**config.mk**
```make
export PLATFORM = sky130hd
export DESIGN_NAME = alu16_core
export DESIGN_NICKNAME = d
export VERILOG_FILES = /design/src/rtl/alu16_pkg.sv /design/src/rtl/alu16_arith.sv /design/src/rtl/alu16_shuffle.sv /design/src/rtl/alu16_flag.sv /design/src/rtl/alu16_core.sv
export SDC_FILE = /design/constraint.sdc
export NUM_CORES = 1
export LEC_CHECK = 0
export ABC_AREA = 1
export CAP_MARGIN = 10
export CORE_AREA = 2 2 102 104
export CTS_CLUSTER_DIAMETER = 40
export DETAILED_ROUTE_END_ITERATION = 8
export DIE_AREA = 0 0 104 106
export PLACE_DENSITY = 0.78
export SETUP_SLACK_MARGIN = 0.05
export SYNTH_ARGS = -nofsm -noshare
export SYNTH_HDL_FRONTEND = slang
export SYNTH_HIERARCHICAL = 1
export SYNTH_SLANG_ARGS = --single-unit
```
**constraint.sdc**
```tcl
create_clock -name clk -period 2.4 [get_ports clk]
set_input_delay 0.24 -clock clk [delete_from_list [all_inputs] [get_ports clk]]
set_output_delay 0.24 -clock clk [all_outputs]
set_load 0.05 [all_outputs]
```
**src/rtl/alu16_pkg.sv**
```systemverilog
package alu16_pkg;
    localparam int OP_W = 4;

    typedef enum logic [OP_W-1:0] {
        OP_MOV  = 4'd0,
        OP_ADD  = 4'd1,
        OP_ADC  = 4'd2,
        OP_SUB  = 4'd3,
        OP_SBC  = 4'd4,
        OP_NOT  = 4'd5,
        OP_NEG  = 4'd6,
        OP_BSWP = 4'd7,
        OP_NSWP = 4'd8
    } alu_op_e;

    typedef enum logic {
        CARRY_CLR = 1'b0,
        CARRY_SET = 1'b1
    } carry_st_e;
endpackage

```
**src/rtl/alu16_arith.sv**
```systemverilog
module alu16_arith
    import alu16_pkg::*;
#(
    parameter int W = 16
) (
    input  logic [OP_W-1:0] op,
    input  logic [W-1:0]    a,
    input  logic [W-1:0]    b,
    input  logic            cin,
    output logic [W-1:0]    sum,
    output logic            cout,
    output logic            hit
);
    localparam int EW = W + 1;

    logic [EW-1:0] ext;
    logic [EW-1:0] ea;
    logic [EW-1:0] eb;
    logic [EW-1:0] ec;

    assign ea = {1'b0, a};
    assign eb = {1'b0, b};
    assign ec = {{W{1'b0}}, cin};

    always_comb begin
        ext = '0;
        hit = 1'b1;
        unique case (alu_op_e'(op))
            OP_ADD:  ext = ea + eb;
            OP_ADC:  ext = ea + eb + ec;
            OP_SUB:  ext = ea - eb;
            OP_SBC:  ext = ea - eb - ec;
            default: hit = 1'b0;
        endcase
    end

    // bit W is the carry for additions and the borrow for subtractions
    assign sum  = ext[W-1:0];
    assign cout = ext[W];
endmodule

```
**src/rtl/alu16_shuffle.sv**
```systemverilog
module alu16_shuffle
    import alu16_pkg::*;
#(
    parameter int W = 16
) (
    input  logic [OP_W-1:0] op,
    input  logic [W-1:0]    b,
    output logic [W-1:0]    res,
    output logic            hit
);
    localparam int NBYTE = W / 8;
    localparam int NPAIR = NBYTE / 2;

    logic [W-1:0] bswp;
    logic [W-1:0] nswp;

    // byte swap: exchange the bytes of every 16-bit pair
    for (genvar p = 0; p < NPAIR; p++) begin : g_pair
        assign bswp[16*p +: 8]     = b[16*p + 8 +: 8];
        assign bswp[16*p + 8 +: 8] = b[16*p +: 8];
    end
    if (W > 16 * NPAIR) begin : g_tail
        assign bswp[W-1:16*NPAIR] = b[W-1:16*NPAIR];
    end

    // nibble swap inside each byte
    for (genvar k = 0; k < NBYTE; k++) begin : g_byte
        assign nswp[8*k +: 4]     = b[8*k + 4 +: 4];
        assign nswp[8*k + 4 +: 4] = b[8*k +: 4];
    end

    always_comb begin
        res = '0;
        hit = 1'b1;
        unique case (alu_op_e'(op))
            OP_MOV:  res = b;
            OP_NOT:  res = ~b;
            OP_NEG:  res = '0 - b;
            OP_BSWP: res = bswp;
            OP_NSWP: res = nswp;
            default: hit = 1'b0;
        endcase
    end
endmodule

```
**src/rtl/alu16_flag.sv**
```systemverilog
module alu16_flag
    import alu16_pkg::*;
(
    input  logic clk,
    input  logic rst,
    input  logic we,
    input  logic d,
    output logic q
);
    carry_st_e st_q;
    carry_st_e st_d;

    always_ff @(posedge clk) begin
        if (rst) st_q <= CARRY_CLR;
        else     st_q <= st_d;
    end

    always_comb begin
        st_d = st_q;
        if (we) st_d = d ? CARRY_SET : CARRY_CLR;
    end

    assign q = (st_q == CARRY_SET);
endmodule

```
**src/rtl/alu16_core.sv**
```systemverilog
module alu16_core
    import alu16_pkg::*;
#(
    parameter int WIDTH = 16
) (
    input  logic             clk,
    input  logic             rst,
    input  logic [OP_W-1:0]  op_sel,
    input  logic [WIDTH-1:0] dst_val,
    input  logic [WIDTH-1:0] src_val,
    input  logic             flag_we,
    output logic [WIDTH-1:0] result,
    output logic             carry_nxt,
    output logic             carry_q
);
    logic [WIDTH-1:0] ar_sum;
    logic             ar_cout;
    logic             ar_hit;
    logic [WIDTH-1:0] sh_res;
    logic             sh_hit;

    alu16_arith #(.W(WIDTH)) i_arith (
        .op   (op_sel),
        .a    (dst_val),
        .b    (src_val),
        .cin  (carry_q),
        .sum  (ar_sum),
        .cout (ar_cout),
        .hit  (ar_hit)
    );

    alu16_shuffle #(.W(WIDTH)) i_shuffle (
        .op  (op_sel),
        .b   (src_val),
        .res (sh_res),
        .hit (sh_hit)
    );

    always_comb begin
        if (ar_hit) begin
            result    = ar_sum;
            carry_nxt = ar_cout;
        end else if (sh_hit) begin
            result    = sh_res;
            carry_nxt = carry_q;
        end else begin
            result    = dst_val;
            carry_nxt = carry_q;
        end
    end

    alu16_flag i_flag (
        .clk (clk),
        .rst (rst),
        .we  (flag_we),
        .d   (carry_nxt),
        .q   (carry_q)
    );
endmodule

```
== After elaboration in Yosys (flattened, before gate mapping) ==
Cells that the tools add are included.
W data, S select, Z words.
Storage, ports and cells
  register bits after elaboration: 1
  output and inout bits: 18
Operators by class
  reduce and logical (&&, ||, !) cells: 3
  multiplexer cells: 8
  bitwise gates (word level): 1
  eq/ne operators: 8
  add/sub/neg operators: 5
Operators by type and width (count)
  $pmux W16 S5: 1
  $pmux W17 S4: 1
  $mux W16: 2
  $add A16 B16 Y17: 1
  $add A17 B1 Y17: 1
  $sub A16 B16 Y17: 1
  $sub A17 B1 Y17: 1
  $eq A4 B3 Y1 const B: 4
  $not A16 Y16: 1
  $sub A1 B16 Y16 const A: 1
  $eq A4 B2 Y1 const B: 2
  $reduce_or A5 Y1: 1
  $eq A4 B1 Y1 const B: 1
  $eq A4 B4 Y1 const B: 1
  $logic_not A4 Y1: 1
  $mux W1: 4
  $reduce_or A4 Y1: 1

== Longest topological paths before layout ==
  word-level depth: 5
  mapped depth: 25

== Modules after synthesis ==
Netlist, hierarchy kept.
By module, submodules not included
  alu16_arith: instances 1, cells an instance 707, area an instance 3664.8 um^2
  alu16_shuffle: instances 1, cells an instance 210, area an instance 960.9 um^2
  alu16_core: instances 1, cells an instance 123, area an instance 549.3 um^2
  alu16_flag: instances 1, cells an instance 7, area an instance 45.0 um^2

== Worst setup path before layout ==
No wires, ideal clock.
  kind: in2reg
  start: in dst_val[0]
  end: reg i_flag.st_q, in the netlist i_flag/q
  library setup time: 115 ps
  path slack: -327 ps
  path buffers: 0
  cell stages on the path: 20
  arrival time: 2612 ps
  cell sequence: ha_1 inv_1 fa_1 inv_1 ha_1 inv_1 nor2_1 nand3_2 nor2_4 nand3_2 nor2_2 nand4_1 nand3_1 nand3_1 nand2_1 nand2_1 inv_1 nand2_1 nand2_1 nor2_2
Between the ends
  word-level cells in the longest chain between the ends: 5
  elaborated cells on any way between the ends: 7
  classes of those cells: 4 x add/sub; 3 x mux
RTL lines
  from (decl): RTL line alu16_core.sv:9  | input logic [WIDTH-1:0] dst_val,
  $sub A16 B16 Y17 or $add A16 B16 Y17 (tied branches)
  $sub A17 B1 Y17 or $add A17 B1 Y17 (tied branches): RTL line alu16_arith.sv:32, alu16_arith.sv:30
  $pmux W17 S4 *: RTL line alu16_arith.sv:28  | unique case (alu_op_e'(op))
  net ar_cout: RTL line alu16_core.sv:17  | logic ar_cout;
  $mux W1 *: RTL line alu16_core.sv:40  | if (ar_hit) begin
  net carry_nxt: RTL line alu16_core.sv:13  | output logic carry_nxt,
  $mux W1 *: RTL line alu16_flag.sv:20  | if (we) st_d = d ? CARRY_SET : CARRY_CLR;
  to (signal assigned): RTL line alu16_flag.sv:15  | else st_q <= st_d;
  to (decl): RTL line alu16_flag.sv:10  | carry_st_e st_q;
The timed path passes the listed nets; every way through them passes the cells marked *.
A chain may end at the register's enable or synchronous reset.

== Worst setup path after layout ==
  start: in dst_val[0]
  end: out result[8]
Between the ends
  word-level cells in the longest chain between the ends: 4
  elaborated cells on any way between the ends: 6
  classes of those cells: 4 x add/sub; 2 x mux
RTL lines
  $sub A16 B16 Y17 or $add A16 B16 Y17 (tied branches)
  $sub A17 B1 Y17 or $add A17 B1 Y17 (tied branches): RTL line alu16_arith.sv:32, alu16_arith.sv:30
  $pmux W17 S4 *: RTL line alu16_arith.sv:28
  net ar_sum[8]: RTL line alu16_core.sv:16  | logic [WIDTH-1:0] ar_sum;
  $mux W16 *: RTL line alu16_core.sv:40
  to (decl): RTL line alu16_core.sv:12  | output logic [WIDTH-1:0] result,
Marks and branches as above.

==> results.txt <==
Initial Util -> 52.2%
Post-synth cell types -> 45
Antenna diodes -> 0
Failing checks -> DRC, setup timing
Drt first pass iters -> 9
Vias -> 8247
Synth Cell Area -> 5220 sq um
Yosys warns -> 6
Slew Limit Headroom -> 67.3%
Syn Area/Cell -> 4.99 sq um
Hold Violations, Final -> 0
Max FO, Critical Path -> 3
Total power -> 2.49 mW
Wire length on met3 -> 2940 um
Met2 wire length -> 11700 um
Std-Cell Rows -> 37
Largest net degree at the start of global routing -> 18
DP HPWL -> 17100 um
Commonest non-fill, non-tap cells in the layout -> nand2_1, inv_1, buf_4
CTS clk-pin slew, worst paths -> 0 ns
Share of post-route cells with drive strength above 1 -> 40.6%
Clk_skew -> 0 ns
Required time worst endpoint -> 2.16 ns
Critical path class -> in2out
RSZ-0062 raised after global routing -> true
Hold WC Path Type -> reg2reg
Overflow after GRT -> 0
RD Place Congestion -> 1.00
Synthesized instance count -> 1047
Worst setup path startpoint -> dst_val[0]
DRC Markers -> 52
Total length of routed wires -> 26000 um
Maximum VDD drop -> 0.233 mV
Post-synth EDFFs -> 0
Die width -> 104 um
Crit end category -> output port
Seq cells post-synth -> 1
Top sig layer -> met5
Sequential share of the synthesized area -> 0.384%
Tcrit/Tclk final -> 127%
Syn-to-layout area delta -> 59.3%
Pins Over Slew Limit -> 0
Final nets -> 1345
Hold Crit Start -> i_flag/q$_SDFFE_PP0P_
Setup TNS -> -8.31 ns
Largest register FFs -> 1
FF-to-FF path depth -> 19
Mapped Nets -> 1125
Antenna violations before repair -> 0
Worst Path Arrival -> 2.82 ns
I/O Buffers -> 56
Tmin final -> 3.06 ns
Slew @ Worst Pin -> 0.489 ns
Worst r2r src -> i_flag/q$_SDFFE_PP0P_
Average wire per standard cell -> 18.5 um
Ys async rst share -> 0%
Max-cap violations -> 0
Final WS setup -> -0.659 ns
PD cells -> 299 nW/um^2
Layout Utilization -> 83.2%
Status -> finished with violations
Met1 WL -> 9390 um
DR iter-0 viols -> 1273
Main flop type after synthesis -> dfxtp_1
Full die area -> 11000 sq um
Die Ht -> 106 um
Total track usage -> 39.5%
Most common cell after layout, fill and taps aside -> nand2_1
Final setup violation count -> 17
Number of vias per cell -> 5.89
Vias in the first global route -> 7348
Worst hold path stage count -> 3
Core footprint -> 10000 sq um
CP Launch Type -> input port
Lkg Pwr -> 4.39 nW
First-pass GRT wire length -> 35600 um
Clk_lat worst skew -> 0 ns
Hold Buf Count CTS -> 0
Max Fclk -> 0.327 GHz
Antenna Nets Post-Route -> 0
# IOs -> 57
through the flow:
stage	cells	hold slack (ns)	instance area [sq um]	setup WS (ns)
after detailed placement	1366	0.626	7080	-0.977
after floorplan	1047	0.377	5360	-0.0483
after global placement	1366	0.619	7080	-0.957
after CTS	1384	0.627	7880	-0.369
after global routing	1401	0.664	8320	-0.668
final	1401	0.643	8320	-0.659
power breakdown:
group / leakage (nW) / switching (mW) / total, mW / internal [mW]
logic: 4.38 / 1.50 / 2.47 / 0.969
registers: 0.00861 / 0.00162 / 0.0200 / 0.0183
clock network: 0 / 0 / 0 / 0
repair_timing:
item | in CTS | in global routing
setup buffers | 18 | 19
pin swaps | 109 | 59
resized for setup | 252 | 100
endpoints found under the setup margin | 17 | 18
critical path: stages:
cell and delay, ns:
buf_8 0.08, buf_6 0.11, inv_8 0.03, ha_4 0.16, fa_2 0.62, ha_4 0.17
inv_4 0.04, nor2_4 0.14, nand3_4 0.12, nor2_2 0.15, nand2_2 0.12, o21ai_1 0.26
nand4_1 0.22, nand2_2 0.15, nand2_4 0.06, buf_12 0.14
area by class of cell:
class	count	area (sq um)
sequential	1	21.3
multi-input combinational	799	5130
inverter	221	867
fill	676	1680
timing repair buffer	244	2130
tap	136	170
per-layer routing:
layer | GRT usage (%) | vias up
met5 | 0 | -
met4 | 11.8 | 2
met3 | 3.74 | 218
met2 | 70.3 | 659
met1 | 50.5 | 3670
li1 | - | 3698
synth_stat cells, types with 2 or more instances:
cell type / n / area [sq um]
inv_1: 200 / 751
nand2_2: 39 / 244
buf_6: 11 / 124
inv_4: 6 / 37.5
nor2_1: 89 / 334
fa_1: 2 / 40.0
buf_2: 5 / 25.0
nand3_1: 117 / 586
xor2_4: 2 / 55.1
nand3b_1: 6 / 45.0
o21ai_1: 4 / 20.0
o21ai_0: 21 / 105
o2111ai_1: 4 / 35.0
nor3_1: 4 / 20.0
a21oi_1: 23 / 115
inv_2: 14 / 52.6
and2_1: 4 / 25.0
ha_1: 37 / 463
nand4_1: 20 / 125
buf_4: 6 / 45.0
xor2_1: 3 / 26.3
o22ai_1: 27 / 169
nor2_4: 6 / 67.6
nand2_4: 4 / 45.0
nand2_1: 353 / 1330
clkbuf_2: 2 / 10.0
nand3_2: 7 / 70.1
nor2_2: 14 / 87.6
path summary, 6_finish.rpt:
check,to,slack [ns]
min,i_flag/q$_SDFFE_PP0P_,0.64
max,result[8],-0.66
min reg2reg,i_flag/q$_SDFFE_PP0P_,0.64
max reg2reg,i_flag/q$_SDFFE_PP0P_,0
logic make-up (layout without fill, tap and decap cells):
kind of cell	count (synthesis)	after routing	share of synthesized area [%]
xor gates and xnor gates	7	7	2.04
and+or+nand+nor	666	666	57.6
DFF	1	1	0.384
adders and majority gates	39	39	9.64
buffers and inverters	247	465	20.5
AOI/OAI and AO/OA	87	87	9.78
Power figures use the tool's default switching activity.
